## src/rtl/sup_pkg.sv

```systemverilog
// Package: shared types and helpers for the supply/watchdog supervisor.
// Assumes: nothing beyond IEEE 1800-2017 elaboration-time functions.
package sup_pkg;

    // Watchdog period selection; encoding is visible at the wd_code port.
    typedef enum logic [1:0] {
        WD_LONG  = 2'b00,
        WD_MID   = 2'b01,
        WD_SHORT = 2'b10,
        WD_OFF   = 2'b11
    } wd_sel_e;

    // Largest of three tick counts, used to size the watchdog counter.
    function automatic int max_of3(input int a, input int b, input int c);
        int m;
        m = (a > b) ? a : b;
        return (m > c) ? m : c;
    endfunction

endpackage

```

## src/rtl/sup_wdi_sync.sv

```systemverilog
// Module: sup_wdi_sync
// Brings the asynchronous chip-select/watchdog line into the clock domain
// through SYNC_STAGES flops, then flags one cycle per high-to-low transition.
// Assumes: the line idles high, so the chain resets to ones and no false
// restart appears when reset is released.
module sup_wdi_sync #(
    parameter int SYNC_STAGES = 2
) (
    input  logic clk,
    input  logic rst_n,
    input  logic cs_wdi,
    output logic kick
);

    localparam int CHAIN_W = SYNC_STAGES + 1;

    logic [CHAIN_W-1:0] chain;

    // Shift the raw line through the synchronizer plus one history stage.
    always_ff @(posedge clk) begin
        if (!rst_n) begin
            chain <= '1;
        end else begin
            chain <= {chain[CHAIN_W-2:0], cs_wdi};
        end
    end

    // A falling edge: the older sample was high, the newer one is low.
    assign kick = chain[CHAIN_W-1] & ~chain[CHAIN_W-2];

endmodule

```

## src/rtl/sup_power_hold.sv

```systemverilog
// Module: sup_power_hold
// Tracks the supply-good flag and declares the supply settled only after
// PURST_TICKS timebase ticks with the flag continuously high.
// Assumes: supply_ok is already synchronous to clk.
module sup_power_hold #(
    parameter int PURST_TICKS = 200
) (
    input  logic clk,
    input  logic rst_n,
    input  logic tick_ms,
    input  logic supply_ok,
    output logic pu_done
);

    localparam int PW = (PURST_TICKS > 1) ? $clog2(PURST_TICKS + 1) : 1;
    localparam logic [PW-1:0] LAST = PW'(PURST_TICKS - 1);

    logic [PW-1:0] hold_cnt;

    // Count ticks while the supply is good; any low sample starts over.
    always_ff @(posedge clk) begin
        if (!rst_n) begin
            hold_cnt <= '0;
            pu_done  <= 1'b0;
        end else if (!supply_ok) begin
            hold_cnt <= '0;
            pu_done  <= 1'b0;
        end else if (!pu_done && tick_ms) begin
            if (hold_cnt == LAST) begin
                pu_done <= 1'b1;
            end else begin
                hold_cnt <= hold_cnt + 1'b1;
            end
        end
    end

endmodule

```

## src/rtl/sup_code_latch.sv

```systemverilog
// Module: sup_code_latch
// Holds the watchdog period code that is actually in force. A requested
// code is adopted only at reset or on a command-complete strobe.
// Assumes: cmd_done is a single-cycle pulse from the serial front end.
module sup_code_latch (
    input  logic                 clk,
    input  logic                 rst_n,
    input  logic [1:0]           wd_code,
    input  logic                 cmd_done,
    output sup_pkg::wd_sel_e     act_code
);

    // Load the requested code at power-up or when a command completes.
    always_ff @(posedge clk) begin
        if (!rst_n) begin
            act_code <= sup_pkg::wd_sel_e'(wd_code);
        end else if (cmd_done) begin
            act_code <= sup_pkg::wd_sel_e'(wd_code);
        end
    end

endmodule

```

## src/rtl/sup_wdog_timer.sv

```systemverilog
// Module: sup_wdog_timer
// Counts timebase ticks between restarts. When the count reaches the
// period chosen by the active code, the module raises a reset pulse for
// RST_PULSE_TICKS ticks and then counts from zero again.
// Assumes: the timer only runs once the supply hold interval is complete.
// Restarts seen during a pulse are ignored. If a restart and a tick land
// in the same cycle, the restart wins.
module sup_wdog_timer #(
    parameter int WD_LONG_TICKS   = 1400,
    parameter int WD_MID_TICKS    = 600,
    parameter int WD_SHORT_TICKS  = 200,
    parameter int RST_PULSE_TICKS = 200
) (
    input  logic             clk,
    input  logic             rst_n,
    input  logic             tick_ms,
    input  logic             pu_done,
    input  logic             kick,
    input  sup_pkg::wd_sel_e act_code,
    output logic             wd_pulse
);
    import sup_pkg::*;

    localparam int MAXP = max_of3(WD_LONG_TICKS, WD_MID_TICKS, WD_SHORT_TICKS);
    localparam int CW   = $clog2(MAXP + 1);
    localparam int RW   = (RST_PULSE_TICKS > 1) ? $clog2(RST_PULSE_TICKS + 1) : 1;
    localparam logic [RW-1:0] PULSE_LAST = RW'(RST_PULSE_TICKS - 1);

    logic [CW-1:0] wd_cnt;
    logic [CW-1:0] wd_last;
    logic [RW-1:0] pulse_cnt;
    logic          wd_enabled;

    // Select the final count value for the active period code.
    always_comb begin
        wd_enabled = 1'b1;
        unique case (act_code)
            WD_LONG:  wd_last = CW'(WD_LONG_TICKS - 1);
            WD_MID:   wd_last = CW'(WD_MID_TICKS - 1);
            WD_SHORT: wd_last = CW'(WD_SHORT_TICKS - 1);
            default: begin
                wd_last    = '0;
                wd_enabled = 1'b0;
            end
        endcase
    end

    // Period counter and reset-pulse timer.
    always_ff @(posedge clk) begin
        if (!rst_n) begin
            wd_cnt    <= '0;
            pulse_cnt <= '0;
            wd_pulse  <= 1'b0;
        end else if (!pu_done) begin
            wd_cnt    <= '0;
            pulse_cnt <= '0;
            wd_pulse  <= 1'b0;
        end else if (wd_pulse) begin
            if (tick_ms) begin
                if (pulse_cnt == PULSE_LAST) begin
                    wd_pulse  <= 1'b0;
                    pulse_cnt <= '0;
                    wd_cnt    <= '0;
                end else begin
                    pulse_cnt <= pulse_cnt + 1'b1;
                end
            end
        end else if (!wd_enabled || kick) begin
            wd_cnt <= '0;
        end else if (tick_ms) begin
            if (wd_cnt == wd_last) begin
                wd_pulse <= 1'b1;
                wd_cnt   <= '0;
            end else begin
                wd_cnt <= wd_cnt + 1'b1;
            end
        end
    end

endmodule

```

## src/rtl/supply_wdog_supervisor.sv

```systemverilog
// Module: supply_wdog_supervisor (top)
// Combines the supply hold timer and the watchdog into one active-low reset
// output. It also raises comms_block while the supply is not settled.
// Assumes: tick_ms is a one-cycle strobe synchronous to clk; cs_wdi may be
// asynchronous; rst_n is the synchronous power-up reset.
module supply_wdog_supervisor #(
    parameter int PURST_TICKS     = 200,
    parameter int WD_LONG_TICKS   = 1400,
    parameter int WD_MID_TICKS    = 600,
    parameter int WD_SHORT_TICKS  = 200,
    parameter int RST_PULSE_TICKS = 200,
    parameter int SYNC_STAGES     = 2
) (
    input  logic       clk,
    input  logic       rst_n,
    input  logic       tick_ms,
    input  logic       supply_ok,
    input  logic       cs_wdi,
    input  logic [1:0] wd_code,
    input  logic       cmd_done,
    output logic       reset_n_out,
    output logic       comms_block
);

    logic             kick;
    logic             pu_done;
    logic             wd_pulse;
    sup_pkg::wd_sel_e act_code;

    sup_wdi_sync #(.SYNC_STAGES(SYNC_STAGES)) u_sync (
        .clk    (clk),
        .rst_n  (rst_n),
        .cs_wdi (cs_wdi),
        .kick   (kick)
    );

    sup_power_hold #(.PURST_TICKS(PURST_TICKS)) u_hold (
        .clk       (clk),
        .rst_n     (rst_n),
        .tick_ms   (tick_ms),
        .supply_ok (supply_ok),
        .pu_done   (pu_done)
    );

    sup_code_latch u_code (
        .clk      (clk),
        .rst_n    (rst_n),
        .wd_code  (wd_code),
        .cmd_done (cmd_done),
        .act_code (act_code)
    );

    sup_wdog_timer #(
        .WD_LONG_TICKS   (WD_LONG_TICKS),
        .WD_MID_TICKS    (WD_MID_TICKS),
        .WD_SHORT_TICKS  (WD_SHORT_TICKS),
        .RST_PULSE_TICKS (RST_PULSE_TICKS)
    ) u_wdog (
        .clk      (clk),
        .rst_n    (rst_n),
        .tick_ms  (tick_ms),
        .pu_done  (pu_done),
        .kick     (kick),
        .act_code (act_code),
        .wd_pulse (wd_pulse)
    );

    // Either cause holds the host in reset; traffic waits on the supply only.
    assign reset_n_out = pu_done & ~wd_pulse;
    assign comms_block = ~pu_done;

endmodule

```

## config.mk

```make
export PLATFORM = sky130hd
export DESIGN_NAME = supply_wdog_supervisor
export DESIGN_NICKNAME = d
export VERILOG_FILES = /design/src/rtl/sup_pkg.sv /design/src/rtl/sup_wdi_sync.sv /design/src/rtl/sup_power_hold.sv /design/src/rtl/sup_code_latch.sv /design/src/rtl/sup_wdog_timer.sv /design/src/rtl/supply_wdog_supervisor.sv
export SDC_FILE = /design/constraint.sdc
export NUM_CORES = 1
export LEC_CHECK = 0
export ABC_AREA = 1
export BUFFER_PORTS_ARGS = -buffer_cell sky130_fd_sc_hd__buf_2
export CORE_MARGIN = 5
export CORE_UTILIZATION = 60
export CTS_CLUSTER_DIAMETER = 60
export DETAILED_ROUTE_END_ITERATION = 6
export PLACE_DENSITY = 0.77
export SLEW_MARGIN = 40
export SYNTH_ARGS = -nofsm -noshare
export SYNTH_HDL_FRONTEND = slang
export SYNTH_SLANG_ARGS = --single-unit
```

## constraint.sdc

```tcl
create_clock -name clk -period 1.7 [get_ports clk]
set_input_delay 0.34 -clock clk [delete_from_list [all_inputs] [get_ports clk]]
set_output_delay 0.34 -clock clk [all_outputs]
set_load 0.03 [all_outputs]
```

==> metrics.md, run 1 <==
| Metric | Value |
|---|---|
| Minimum clock period | `1520 ps` |
| Worst hold path depth | `1` |
| Vias in the first global route | `about 1700` |
| RSZ-0062 raised after global routing | `no` |
| Synthesized flop and latch total | `34` |
| Instance count of the mapped netlist | `280` |
| Clock slew at reported path FFs | `about 110 ps` |
| Remaining global-route overflow | `0` |
| # H-tree levels | `2` |
| CP top delay family | `simple AND/OR/NAND/NOR gates` |
| Clock latency on the worst-skew pair | `340 ps` |
| Netlist Area Pre-Place | `1860 sq um` |
| Pint | `1.05 mW` |
| Leading area contributor after synthesis | `dfxtp_1` |
| PD cells | `676 nW/um^2` |
| Max FO, Critical Path | `7` |
| Worst r2r path cells | `9` |
| Clk_skew | `17.8 ps` |
| Drt total wl | `~3700 microns` |
| Filler instances | `257` |
| Slew Limit Headroom | `between 80 and 90%` |
| CP Buf/Inv Count | `0` |
| TritonRoute pass-1 iters | `4` |
| Reg2Reg Launch Point | `u_wdog.pulse_cnt[1]` |
| Post-Syn Area per Cell | `6.64 sq um` |
| Crit start category | `register` |
| Worst EP arrival | `around 1800 ps` |
| Chip height | `65.7 microns` |
| Share of layout cells above drive strength 1 | `15.9%` |
| Status | `finished clean` |
| Port Buffers | `9` |
| Num rows | `20` |
| Maximum clock path buffer count | `2` |
| First-pass GRT wire length | `7020 microns` |
| Hold Crit Class | `in -> reg` |
| Synth top area cells | `dfxtp_1 34%, nand2_1 16%, nor2_1 7.3%` |
| Dpl hpwl | `2760 microns` |
| Post-synth cell types | `30` |
| Starting Density | `61.9%` |
| Layout area overhead | `10.9%` |
| Comb power frac | `6.9%` |
| Beginning of the critical path | `u_wdog.pulse_cnt[1]` |
| Max Fclk | `0.660 GHz` |
| Multi-input logic area | `1010 sq um` |
| Sw frac | `24.8%` |
| # DRC | `0` |
| P_leak | `0.847 nW` |
| Ant. Diodes | `0` |
| Initial antenna violation count | `0` |
| Sequential cell area | `702 sq um` |
| Hold Buf Count CTS | `0` |
| WS Path Type | `reg -> reg` |
| Largest net degree at the start of global routing | `11` |
| Critical path, cell by cell | `ha_2 > nand2_1 > nor2_2 > nand3_2 > nand2_2 > nand2_2 > nor2_1 > o21ai_0 > nor2_1` |
| FF-to-FF setup slack | `180 ps` |
| Post-route antenna net violation count | `0` |
| Die ar. | `about 4300 sq um` |
| Via count | `1733` |
| Levels on crit path | `9` |
| Reg-to-Reg End | `u_wdog.wd_cnt[8]` |
| Placer Congestion | `0.863` |
| Critical path required time | `1980 ps` |
| Nets | `312` |
| Final Cycle Share | `about nine tenths` |
| Via-per-instance ratio | `5.17` |
| Final-report hold violation count | `0` |
| # Max-Cap Violations | `0` |
| CTS Buf Count | `5` |
| Register share of total power | `approximately three fifths` |
| Slew @ Worst Pin | `291 ps` |
| Final setup fails | `0` |
| Net Sw Power | `345 uW` |
| Fin util | `68.7%` |
| Routed WL per cell | `roughly 11 microns` |
| CP max stage delay | `390 ps` |
| I/O Pins | `10` |
| Clk pwr share | `between 30% and 40%` |
| YS warnings | `0` |
| Sequential-to-total area share from yosys stat | `37.7%` |
| Final Max Tran Viols | `0` |
| CTS Sinks | `34` |
| Critical path's slowest cell | `dfxtp_1` |
| Iter 0 DRT Violations | `169` |
| Die W | `65.7 microns` |
| GRT Total Usage | `20.7%` |
| Setup crit end kind | `register` |
| CTS root buf | `clkbuf_4` |
| Peak VDD IR | `about 0.5 mV` |
| Area share of the largest cell type after synthesis | `34.5%` |
| Core area | `about 3000 sq um` |
| CTS tree | `built` |
| Syn nets | `291` |
| Setup TNS | `0 ps` |
| Worst Setup EP | `u_wdog.wd_cnt[8]` |
[metrics by stage]
step | hold slack [ps] | instances | setup slack (ps) | total power [mW] | instance area, sq um
2_1_floorplan | 380 | 280 | 290 | 0.911 | 1860
3_3_place_gp | 397 | 326 | 156 | 0.938 | 1980
3_5_place_dp | 406 | 326 | 140 | 0.939 | 1980
4_1_cts | 168 | 334 | 108 | 1.41 | 2040
5_1_grt | 153 | 335 | 11.7 | 1.47 | 2060
6_report | 184 | 335 | 184 | 1.39 | 2060
[power groups by stage]
stage	logic [mW]	registers (mW)	clock network (mW)
detailed placement	0.0956	0.844	0
global route	0.113	0.828	0.531
global placement	0.0947	0.843	0
CTS	0.0958	0.825	0.493
floorplan	0.0742	0.837	0
finish	0.0964	0.826	0.471
[cells in the final DEF (no fill, tap or decap), drive strengths merged]
cell type	Yosys	layout
nand2	83	83
inv	40	40
nor2	38	38
dfxtp	32	32
nand3	22	22
a21oi	19	19
buf	2	16
nand4	9	9
o21ai	9	9
clkbuf	0	7
nor3	6	6
xor2	5	5
ha	3	3
nand3b	2	2
o21a	2	2
edfxtp	2	2
clkinv	1	2
o21bai	1	1
xnor2	1	1
a21o	1	1
nor3b	1	1
nor4	1	1
[repair_timing]
item / 4_1_cts / 5_1_grt
hold endpoints to repair: 0 / 0
resized for setup: 0 / 6
setup buffers: 0 / 1
setup endpoints to repair: 0 / 13
[logic make-up (layout without fill, tap and decap cells)]
group | Yosys count | after routing | synth area share [%]
AO/OA/AOI/OAI | 32 | 32 | 9.76
XOR/XNOR | 6 | 6 | 2.83
adder cells (fa/ha/maj) | 3 | 3 | 2.02
buffers and inverters | 43 | 65 | 8.95
flip-flops | 34 | 34 | 37.7
AND/OR/NAND/NOR | 162 | 162 | 38.8
[worst register-to-register path, stage by stage, from the launching register on]
cell	delay [ps]
dfxtp_1	390
ha_2	220
nand2_1	70
nor2_2	110
nand3_2	120
nand2_2	150
nand2_2	120
nor2_1	100
o21ai_0	80
nor2_1	90
[worst min-delay path by stage]
stage	to	from	slack, ps
2_1_floorplan	u_sync.chain[1]	u_sync.chain[0]	380
5_1_grt	u_code.act_code[1]	wd_code[1]	150
4_1_cts	u_code.act_code[0]	wd_code[0]	170
3_3_place_gp	u_sync.chain[2]	u_sync.chain[1]	400
3_5_place_dp	u_sync.chain[2]	u_sync.chain[1]	410
6_report	u_code.act_code[0]	wd_code[0]	180
[flip-flops by register name (all words and copies together), names as in the netlist]
register,flops
u_sync.chain,3
u_wdog.wd_cnt,11
u_hold.pu_done,1
u_code.act_code,2
u_hold.hold_cnt,8
u_wdog.pulse_cnt,8
u_wdog.wd_pulse,1
[layer usage]
metal / track usage [%] / share of wire, %
met1: 26.3 / 47
met4: 6.74 / 1.3
met5: 0 / 0
met3: 5.98 / 5.9
met2: 33.4 / 46
[cells in the mapped netlist]
master    number
nor3_2         1
nor3_1         5
nand3b_1       2
nor2_2         1
clkinv_1       1
nand2_2        4
xor2_1         5
buf_2          1
buf_4          1
o21ai_1        5
nor2_1        36
nand3_2        1
a21o_1         1
dfxtp_1       32
o21a_1         2
xnor2_1        1
ha_1           3
nor2_4         1
nor4_2         1
o21bai_1       1
edfxtp_1       2
a21oi_1       18
inv_1         32
inv_2          8
a21oi_4        1
nand4_1        9
o21ai_0        4
nor3b_2        1
nand3_1       21
nand2_1       79
[cell type report]
| type | instances | area share (%) |
|---|---|---|
| repair buffers | 16 | 4.73 |
| inverters | 41 | 7.46 |
| clock inverters | 1 | 0.243 |
| flip-flops and latches | 34 | 34.0 |
| well taps | 33 | 2.00 |
| multi-input cells | 203 | 48.8 |
| clock buffers | 7 | 2.67 |
No activity file was read; power rests on OpenSTA's default activity.
==> run 2, diff against run 1 <==
--- a/config.mk
+++ b/config.mk
@@ -8,10 +8,10 @@
 export ABC_AREA = 1
 export BUFFER_PORTS_ARGS = -buffer_cell sky130_fd_sc_hd__buf_2
 export CORE_MARGIN = 5
-export CORE_UTILIZATION = 60
+export CORE_UTILIZATION = 49
 export CTS_CLUSTER_DIAMETER = 60
 export DETAILED_ROUTE_END_ITERATION = 6
-export PLACE_DENSITY = 0.77
+export PLACE_DENSITY = 0.65
 export SLEW_MARGIN = 40
 export SYNTH_ARGS = -nofsm -noshare
 export SYNTH_HDL_FRONTEND = slang
==> constraint.sdc (replaced) <==
create_clock -name clk -period 1.7 [get_ports clk]
set_input_delay 0.085 -clock clk [delete_from_list [all_inputs] [get_ports clk]]
set_output_delay 0.085 -clock clk [all_outputs]
set_load 0.03 [all_outputs]
==> run 2 against run 1 <==
  * Register-to-register slack worse by 30 ps
  * Die area rose by 19%
  * Clock-buffer cell count fell by 1
  * Critical endpoint unchanged
  * Non-clock buffer count up 6
  * Power up 7.4%
  * Wire length is 4.0% higher
  * Worst setup slack lost 26 ps
  * Fmax is 1.7% lower
  * Critical path depth stayed put
  * Combinational power is 17% higher
==> metrics.md, run 2 (same netlist as run 1, synthesis figures left out) <==
| Metric | Value |
|---|---|
| Clock latency on the worst-skew pair | `280 ps` |
| Final setup fails | `0` |
| Post-route antenna net violation count | `0` |
| Register share of total power | `between 50% and 60%` |
| Initial antenna violation count | `0` |
| Core area | `3660 sq um` |
| Final-report hold violation count | `0` |
| PD cells | `699 nW/um^2` |
| CTS root buf | `clkbuf_8` |
| Port Buffers | `9` |
| Setup TNS | `0 ps` |
| Drt total wl | `3810 microns` |
| Status | `finished clean` |
| Critical path's slowest cell | `dfxtp_1` |
| Setup crit end kind | `register` |
| # H-tree levels | `2` |
| Iter 0 DRT Violations | `142` |
| Minimum clock period | `1540 ps` |
| Clk pwr share | `37.5%` |
| Final Max Tran Viols | `0` |
| Via count | `1742` |
| Beginning of the critical path | `u_wdog.pulse_cnt[0]` |
| Ant. Diodes | `0` |
| Hold Crit Class | `in -> reg` |
| Chip height | `between 70 and 80 microns` |
| Largest reg by FF count | `u_wdog.wd_cnt` |
| Commonest non-fill, non-tap cell in the layout | `nand2_1` |
| Final worst slack | `158 ps` |
| Critical path, cell by cell | `ha_2 > nand2_1 > nor2_1 > nand3_2 > nand2_2 > nand2_2 > nor2_1 > o21ai_0 > nor2_1` |
| # Max-Cap Violations | `0` |
| Starting Density | `50.8%` |
| Biggest regs | `u_wdog.wd_cnt x11, u_hold.hold_cnt x8, u_wdog.pulse_cnt x8` |
| Reg2Reg Launch Point | `u_wdog.pulse_cnt[0]` |
| Max FO, Critical Path | `7` |
| WS Path Type | `reg -> reg` |
| Max reg flops | `11` |
| First-pass GRT wire length | `6890 microns` |
| Cell mode on critical path | `nor2_1` |
| Dpl hpwl | `2900 microns` |
| CP max stage delay | `370 ps` |
| Die W | `71.6 microns` |
| Num rows | `22` |
| Worst r2r path cells | `9` |
| # DRC | `0` |
| Share of layout cells above drive strength 1 | `roughly 15%` |
| DP Cell Count | `342` |
| TritonRoute pass-1 iters | `4` |
| Clk_skew | `6.00 ps` |
| Commonest non-fill, non-tap cells in the layout | `79 x nand2_1, 36 x nor2_1, 32 x inv_1, 32 x dfxtp_1, 20 x nand3_1` |
| I/O Pins | `10` |
| Clock slew at reported path FFs | `approximately 70 ps` |
| Worst hold path depth | `2` |
| Slew Limit Headroom | `81.4%` |
| Die ar. | `5130 sq um` |
| CP top delay family | `simple AND/OR/NAND/NOR gates` |
| Net Sw Power | `358 uW` |
| Nets | `318` |
| Placer Congestion | `0.810` |
| Max Fclk | `approximately 0.65 GHz` |
| Remaining global-route overflow | `0` |
| GRT Total Usage | `between 10% and 20%` |
| Maximum clock path buffer count | `2` |
| Critical path required time | `1920 ps` |
| Hold path start | `rst_n` |
| Worst EP arrival | `1760 ps` |
| P_leak | `between 0.8 and 0.9 nW` |
| Layout area overhead | `15.3%` |
| Vias in the first global route | `1593` |
| Peak VDD IR | `0.506 mV` |
| Slew @ Worst Pin | `279 ps` |
| Comb power frac | `7.6%` |
| CTS Buf Count | `5` |
| CTS tree | `built` |
| CTS Sinks | `34` |
| CP Buf/Inv Count | `0` |
| Final Cycle Share | `slightly above 90%` |
| Pre-CTS WS | `126 ps` |
| Layout Cells excl Fill | `356` |
| Sw frac | `23.9%` |
| Levels on crit path | `9` |
| Routed WL per cell | `10.7 microns` |
| RSZ-0062 raised after global routing | `yes` |
| Pint | `1.14 mW` |
| Fin util | `58.5%` |
| Crit start category | `register` |
| Largest net degree at the start of global routing | `11` |
| Via-per-instance ratio | `4.89` |
==> run 2: cell count changes in the layout (fill, tap and decap cells not counted), sizes merged <==
cell	change
dlygate4sd3	+3
buf	+2
clkinv	+1
==> run 2: path summary, 6_finish.rpt <==
| kind | end | slack, ps |
|---|---|---|
| min reg2reg | u_sync.chain[1] | 410 |
| max | u_wdog.wd_cnt[8] | 160 |
| min | u_sync.chain[0] | 40 |
| max reg2reg | u_wdog.wd_cnt[8] | 160 |
==> run 2: power by group through the flow <==
| stage | registers, mW | clock network, mW | logic [mW] |
|---|---|---|---|
| 2_1_floorplan | 0.837 | 0 | 0.0742 |
| 6_report | 0.822 | 0.562 | 0.113 |
| 3_5_place_dp | 0.844 | 0 | 0.0992 |
| 3_3_place_gp | 0.843 | 0 | 0.0978 |
| 4_1_cts | 0.826 | 0.581 | 0.105 |
| 5_1_grt | 0.822 | 0.638 | 0.132 |
==> run 2: cell type report <==
type,instances,area [sq um]
sequential,34,701
clock buffer,6,72.6
multi-input combinational,203,1000
clock inverter,2,8.76
inverter,41,154
fill,361,1520
timing repair buffer,22,148
tap,48,60.1
==> run 2: routing by layer <==
layer,wire [microns],track usage [%]
met4,48,6.89
met2,1690,26.1
met5,0,0
met3,154,3.79
met1,1910,22.5
==> run 2: per-stage QoR <==
step	hold slack (ps)	cell area [sq um]	power, mW
floorplan	154	1860	0.911
global placement	255	2000	0.941
detailed placement	265	2000	0.943
CTS	27.5	2120	1.51
global route	29.9	2140	1.59
finish	36.2	2140	1.50
==> run 2: timing repair <==
action,4_1_cts,5_1_grt
setup endpoints to repair,0,8
buffers inserted,0,3
gates resized for setup,0,2
endpoints found under the hold margin,3,0
hold buffers,3,0
